==> config.mk <==
export PLATFORM = sky130hd
export DESIGN_NAME = autobaud_detect
export DESIGN_NICKNAME = d
export VERILOG_FILES = /design/src/rtl/abd_pkg.sv /design/src/rtl/abd_edge.sv /design/src/rtl/abd_datapath.sv /design/src/rtl/abd_control.sv /design/src/rtl/autobaud_detect.sv
export SDC_FILE = /design/constraint.sdc
export NUM_CORES = 1
export LEC_CHECK = 0
export CORE_ASPECT_RATIO = 0.75
export CORE_MARGIN = 2
export CORE_UTILIZATION = 55
export DETAILED_ROUTE_END_ITERATION = 12
export PLACE_DENSITY = 0.77
export SKIP_LAST_GASP = 1
export SYNTH_ARGS = -nofsm -noshare
export SYNTH_HDL_FRONTEND = slang
export SYNTH_SLANG_ARGS = --single-unit
==> constraint.sdc <==
create_clock -name clk -period 2.5 [get_ports clk]
set_clock_uncertainty 0.05 [all_clocks]
set_input_delay 0.375 -clock clk [delete_from_list [all_inputs] [get_ports clk]]
set_output_delay 0.375 -clock clk [all_outputs]
set_load 0.02 [all_outputs]
==> src/rtl/abd_pkg.sv <==
package abd_pkg;

  typedef enum logic [1:0] {
    MODE_START  = 2'b00,
    MODE_FALL2  = 2'b01,
    MODE_CHAR7F = 2'b10,
    MODE_CHAR55 = 2'b11
  } abdMode_e;

  // strobes from control to datapath
  typedef struct packed {
    logic       cntLoad;   // restart counter at 1
    logic       cntRun;    // advance counter
    logic       capture;   // load divisor from scaled count
    logic [1:0] shift;     // log2 of bits spanned by the interval
  } abdStrobe_t;

  // log2 of the number of bit times the measured interval covers
  function automatic logic [1:0] shiftFor(abdMode_e m);
    case (m)
      MODE_START:  return 2'd0;
      MODE_FALL2:  return 2'd1;
      default:     return 2'd3;
    endcase
  endfunction

  // zero-based index of the falling edge after the start fall that stops the count
  function automatic logic [2:0] stopFallIdx(abdMode_e m);
    case (m)
      MODE_CHAR55: return 3'd3;
      default:     return 3'd0;
    endcase
  endfunction

endpackage

==> src/rtl/abd_edge.sv <==
module abd_edge (
  input  logic clk,
  input  logic rstN,
  input  logic rxLine,
  output logic fallSeen,
  output logic riseSeen
);

  logic rxPrev;

  always_ff @(posedge clk or negedge rstN) begin
    if (!rstN) rxPrev <= 1'b1;
    else       rxPrev <= rxLine;
  end

  assign fallSeen = rxPrev & ~rxLine;
  assign riseSeen = ~rxPrev & rxLine;

endmodule

==> src/rtl/abd_datapath.sv <==
module abd_datapath import abd_pkg::*; #(
  parameter int CNT_W   = 12,
  parameter int MIN_DIV = 4
) (
  input  logic             clk,
  input  logic             rstN,
  input  abdStrobe_t       strobe,
  output logic             cntSat,
  output logic             scaledOk,
  output logic [CNT_W-1:0] divisor
);

  localparam logic [CNT_W-1:0] CNT_MAX   = '1;
  localparam logic [CNT_W-1:0] MIN_DIV_C = CNT_W'(MIN_DIV);
  localparam int               NUM_SHIFT = 4;

  logic [CNT_W-1:0] count;
  logic [CNT_W-1:0] shifted [NUM_SHIFT];
  logic [CNT_W-1:0] scaled;

  // one right-shifted copy of the count per possible bit span
  for (genvar g = 0; g < NUM_SHIFT; g++) begin : gShift
    assign shifted[g] = count >> g;
  end

  assign scaled   = shifted[strobe.shift];
  assign scaledOk = (scaled >= MIN_DIV_C);
  assign cntSat   = (count == CNT_MAX);

  always_ff @(posedge clk or negedge rstN) begin
    if (!rstN) begin
      count <= '0;
    end else if (strobe.cntLoad) begin
      count <= CNT_W'(1);
    end else if (strobe.cntRun) begin
      count <= count + CNT_W'(1);
    end
  end

  always_ff @(posedge clk or negedge rstN) begin
    if (!rstN) begin
      divisor <= '0;
    end else if (strobe.capture) begin
      divisor <= scaled;
    end
  end

  AST_NO_WRAP: assert property (@(posedge clk) disable iff (!rstN)
    strobe.cntRun |-> !cntSat);

  AST_DIV_HOLD: assert property (@(posedge clk) disable iff (!rstN)
    !strobe.capture |=> $stable(divisor));

  AST_CAPTURE_RANGE: assert property (@(posedge clk) disable iff (!rstN)
    strobe.capture |=> (divisor >= MIN_DIV_C));

endmodule

==> src/rtl/abd_control.sv <==
module abd_control import abd_pkg::*; (
  input  logic       clk,
  input  logic       rstN,
  input  logic       enable,
  input  logic [1:0] mode,
  input  logic       fallSeen,
  input  logic       riseSeen,
  input  logic       cntSat,
  input  logic       scaledOk,
  output abdStrobe_t strobe,
  output logic       done,
  output logic       error
);

  typedef enum logic [1:0] {ST_IDLE, ST_ARMED, ST_MEAS, ST_HOLD} state_e;

  state_e   state;
  abdMode_e modeReg;
  logic [2:0] fallCnt;
  logic stopHit;
  logic lastFall;

  always_comb begin
    lastFall = fallSeen && (fallCnt == stopFallIdx(modeReg));
    stopHit  = (modeReg == MODE_START) ? riseSeen : lastFall;
  end

  always_comb begin
    strobe.cntLoad = enable && (state == ST_ARMED) && fallSeen;
    strobe.cntRun  = enable && (state == ST_MEAS) && !stopHit && !cntSat;
    strobe.capture = enable && (state == ST_MEAS) && stopHit && scaledOk;
    strobe.shift   = shiftFor(modeReg);
  end

  always_ff @(posedge clk or negedge rstN) begin
    if (!rstN) begin
      state   <= ST_IDLE;
      modeReg <= MODE_START;
      fallCnt <= '0;
      done    <= 1'b0;
      error   <= 1'b0;
    end else begin
      done <= 1'b0;
      if (!enable) begin
        state <= ST_IDLE;
        error <= 1'b0;
      end else begin
        case (state)
          ST_IDLE: state <= ST_ARMED;
          ST_ARMED: begin
            if (fallSeen) begin
              state   <= ST_MEAS;
              modeReg <= abdMode_e'(mode);
              fallCnt <= '0;
            end
          end
          ST_MEAS: begin
            if (stopHit) begin
              state <= ST_HOLD;
              if (scaledOk) done  <= 1'b1;
              else          error <= 1'b1;
            end else if (cntSat) begin
              state <= ST_HOLD;
              error <= 1'b1;
            end else if (fallSeen) begin
              fallCnt <= fallCnt + 3'd1;
            end
          end
          default: state <= ST_HOLD;
        endcase
      end
    end
  end

  AST_DONE_SINGLE: assert property (@(posedge clk) disable iff (!rstN)
    done |=> !done);

  AST_DONE_NOT_ERR: assert property (@(posedge clk) disable iff (!rstN)
    !(done && error));

  AST_QUIET_OFF: assert property (@(posedge clk) disable iff (!rstN)
    !enable |=> (!done && !error));

  AST_HOLD_SILENT: assert property (@(posedge clk) disable iff (!rstN)
    ((state == ST_HOLD) && $past(state == ST_HOLD)) |-> !done);

  AST_MODE_FROZEN: assert property (@(posedge clk) disable iff (!rstN)
    ((state == ST_MEAS) && $past(state == ST_MEAS)) |-> $stable(modeReg));

endmodule

==> src/rtl/autobaud_detect.sv <==
module autobaud_detect import abd_pkg::*; #(
  parameter int CNT_W   = 12,
  parameter int MIN_DIV = 4
) (
  input  logic             clk,
  input  logic             rstN,
  input  logic             enable,
  input  logic [1:0]       mode,
  input  logic             rxLine,
  output logic [CNT_W-1:0] divisor,
  output logic             done,
  output logic             error
);

  abdStrobe_t strobe;
  logic fallSeen;
  logic riseSeen;
  logic cntSat;
  logic scaledOk;

  abd_edge u_edge (
    .clk      (clk),
    .rstN     (rstN),
    .rxLine   (rxLine),
    .fallSeen (fallSeen),
    .riseSeen (riseSeen)
  );

  abd_control u_ctrl (
    .clk      (clk),
    .rstN     (rstN),
    .enable   (enable),
    .mode     (mode),
    .fallSeen (fallSeen),
    .riseSeen (riseSeen),
    .cntSat   (cntSat),
    .scaledOk (scaledOk),
    .strobe   (strobe),
    .done     (done),
    .error    (error)
  );

  abd_datapath #(.CNT_W(CNT_W), .MIN_DIV(MIN_DIV)) u_dp (
    .clk      (clk),
    .rstN     (rstN),
    .strobe   (strobe),
    .cntSat   (cntSat),
    .scaledOk (scaledOk),
    .divisor  (divisor)
  );

  AST_DONE_MIN: assert property (@(posedge clk) disable iff (!rstN)
    done |-> (divisor >= CNT_W'(MIN_DIV)));

  AST_DIV_WITH_DONE: assert property (@(posedge clk) disable iff (!rstN)
    !$stable(divisor) |-> done);

endmodule

==> summary.md <==
| Metric | Value |
|---|---|
| Antenna Nets Post-Route | `0` |
| Number of different library cells in the post-synthesis netlist | `46` |
| Cell Pwr Density | `711.0 nW/µm²` |
| Number of hold-slack violations in the final timing report | `0` |
| Clock net sink count | `34` |
| Overflow after GRT | `0` |
| Routed wire per std cell | `14.74 µm` |
| Reg2reg path depth | `6` |
| Vias after detailed routing | `1,957` |
| Iter 0 DRT Violations | `135` |
| Post-synthesis async set-or-reset flop share | `100.0%` |
| Finished layout cell area | `2621 µm²` |
| Number of max-cap violations | `0` |
| Antenna diode count | `0` |
| DIE HEIGHT | `58.89 µm` |
| Net count after synthesis | `265` |
| First-pass GRT wire length | `8.707 mm` |
| Actual transition at the worst max-transition pin | `485.0 ps` |
| Clock tree from TritonCTS | `yes` |
| Initial cell density of the core | `58.83%` |
| RSZ-0062 raised after global routing | `false` |
| Instance count of the mapped netlist | `253` |
| Kind of end point of the critical path | `register` |
| Sum of negative setup slack | `0 ps` |
| Worst-path maximum fanout | `18` |
| Category of the worst setup path launch point | `input pin` |
| Total leakage power | `1.239 nW` |
| Signed area change from the synthesized netlist to the final layout | `18.63%` |
| F_max | `466.4 MHz` |
| IO Pins | `20` |
| Number of H-tree branching levels | `2` |
| Total die area | `4546 µm²` |
| Most instantiated flip-flop cell in the synthesis netlist | `dfrtp_1` |
| Combined area of all synthesized cells | `2210 µm²` |
| Register bit count reported by yosys | `34` |
| Max-slew headroom at the worst pin | `67.55%` |
| Classification of the worst setup path | `input pin to register` |
| All-layer global routing usage | `24.59%` |
| Antenna violations before repair | `0` |
| Total number of yosys warnings | `0` |
| Worst-path clk slew | `70 ps` |
| Sequential element share of the synthesized area | `38.56%` |
| Number of buffers inserted by hold repair at cts | `0` |
| Std-Cell Rows | `19` |
| Post-synth top area share | `37.37%` |
| Largest vdd supply drop | `462.5 µV` |
| Most used standard cell by instance count after synthesis | `dfrtp_1` |
| Placer Congestion | `0.8557` |
| Final routed wirelength across all metal layers | `4.996 mm` |
| Dominant cell type by area after synthesis | `dfrtp_1` |
| Total core area | `3756 µm²` |
| Detailed-routing iteration count for the pre-antenna-repair pass | `5` |
| Proportion of layout cells with a drive suffix above 1 | `12.89%` |
| Post-DP Area | `2525 µm²` |
| EDFF count, synth | `0` |
| Time the final worst path needs with I/O delays and setup | `2144 ps` |
| Clock latency reported for the late side of the worst-skew pair | `290 ps` |
| Number of buffers inserted by post-CTS setup repair | `0` |
| Path type of the worst min-delay path | `input pin to async pin` |
| Number of setup violations in the final report | `0` |
| Max clock buf depth | `2` |
| Number of pins exceeding their max-slew limit in the final report | `0` |
| Number of buffers added by the clock tree synthesis step | `5` |
| Final Net Count | `298` |
| Post-Route Hold Slack | `446.9 ps` |
| Library cell used as clock root buffer | `clkbuf_8` |
| Vias per inst | `5.773` |
| HPWL after DPL | `3.520 mm` |
| Final core utilization | `69.79%` |
| IO Port Bufs | `19` |
| Leading cell types by total area after synthesis | `dfrtp_1 (37%), mux2i_1 (7.7%), nand2_1 (5.4%), o21ai_0 (4.5%), nand3_1 (3.6%)` |
| Fraction of the cycle the final worst path needs | `85.77%` |
| Vias in the first global route | `1,840` |
| Arrival time worst endpoint | `2300 ps` |
| Die outline width | `77.19 µm` |
| Mean area per synthesized cell | `8.734 µm²` |
| Pin count of the biggest net entering global routing | `35` |
| DRC | `0` |
| Required time reported for the critical path endpoint | `2660 ps` |
| Status | `complete, no violations` |
| Top cells by count, synth | `dfrtp_1 (33), nand2_1 (32), o21ai_0 (20), inv_1 (17), mux2i_1 (17)` |
==> placed cells by master (no fill, tap or decap), drive strengths merged, types with 2 or more instances in the layout <==
cell,count
nor3,7
nand3,16
mux2i,17
nor2b,2
nand2b,3
nand4,10
a41oi,2
clkbuf,7
buf,19
or3,6
inv,17
or4,4
dfrtp,33
o21a,3
nand2,32
o211ai,8
or2,2
clkdlybuf4s50,19
ha,6
o21ai,24
a31oi,3
a311o,2
and3,5
a21oi,9
nor2,16
a211o,2
==> metal layers <==
metal  vias to the layer above  GRT usage, %  routed length, µm
met5                         -             0                  0
met4                         0         7.908                 52
met3                         6         5.061                305
met2                        52         38.01               2154
met1                       916         35.11               2484
li1                        983             -                  -
==> cell type report <==
class,count,area (µm²)
clock inverters,1,5.005
repair buffers,38,332.8
clock buffers,7,86.33
inverters,17,63.81
multi-input cells,190,1216
well taps,52,65.06
flip-flops and latches,34,852.1
fillers,309,1135
==> worst max-delay path, cell delays in order <==
cell and delay [ps]:
clkdlybuf4s50_1 480, nand2b_1 210, a2111o_1 190, nand4_2 370, or4_1 580, o21ai_0 90
==> power breakdown <==
group | internal, W | switching, W
Sequential | 0.000620 | 0.0000761
Clock | 0.000222 | 0.000201
Combinational | 0.000301 | 0.000443
Total | 0.00114 | 0.000720
==> kinds of logic (layout without fill, tap and decap cells) <==
logic type	Yosys count	count (layout)	share of synthesized area (%)
AND/OR/NAND/NOR	108	108	25.03
AO/OA/AOI/OAI	58	58	17.95
flip-flops	34	34	38.56
buffers and inverters	29	63	6.625
multiplexers	17	17	7.701
adder cells (fa/ha/maj)	6	6	3.397
XOR/XNOR	1	1	0.7363
==> metrics by stage <==
stage	worst slack, ps	std cells	total power [W]
4_1_cts	174.6	339	0.001862
6_report	355.8	339	0.001864
2_1_floorplan	408.7	253	0.001239
3_3_place_gp	153.8	331	0.001426
5_1_grt	184.8	339	0.002002
3_5_place_dp	33.90	331	0.001441
==> worst paths after layout <==
path	start	to	slack (ps)
max	rxLine	u_dp.count[5]$_DFFE_PN0P_	360
min	rstN	u_ctrl.state[0]$_DFFE_PN0P_	450
max reg2reg	u_ctrl.modeReg[1]$_DFFE_PN0P_	u_dp.count[0]$_DFFE_PN0P_	360
min reg2reg	u_dp.divisor[10]$_DFFE_PN0P_	u_dp.divisor[10]$_DFFE_PN0P_	470
max in group asynchronous	rstN	u_edge.rxPrev$_DFF_PN1_	1610
min in group clk	u_dp.divisor[10]$_DFFE_PN0P_	u_dp.divisor[10]$_DFFE_PN0P_	470
==> sequential cells by signal, indices dropped and copies added, names as in the netlist <==
register	count
u_dp.divisor	12
u_dp.count	12
u_ctrl.error	1
u_ctrl.state	2
u_ctrl.modeReg	2
u_ctrl.fallCnt	3
u_edge.rxPrev	1
u_ctrl.done	1
==> timing repair <==
action                                 in CTS  in global routing
endpoints found under the hold margin       0                  0
setup endpoints to repair                   0                  1
gates resized for setup                     0                  1
Note: power is estimated with default switching activity, not from simulation.
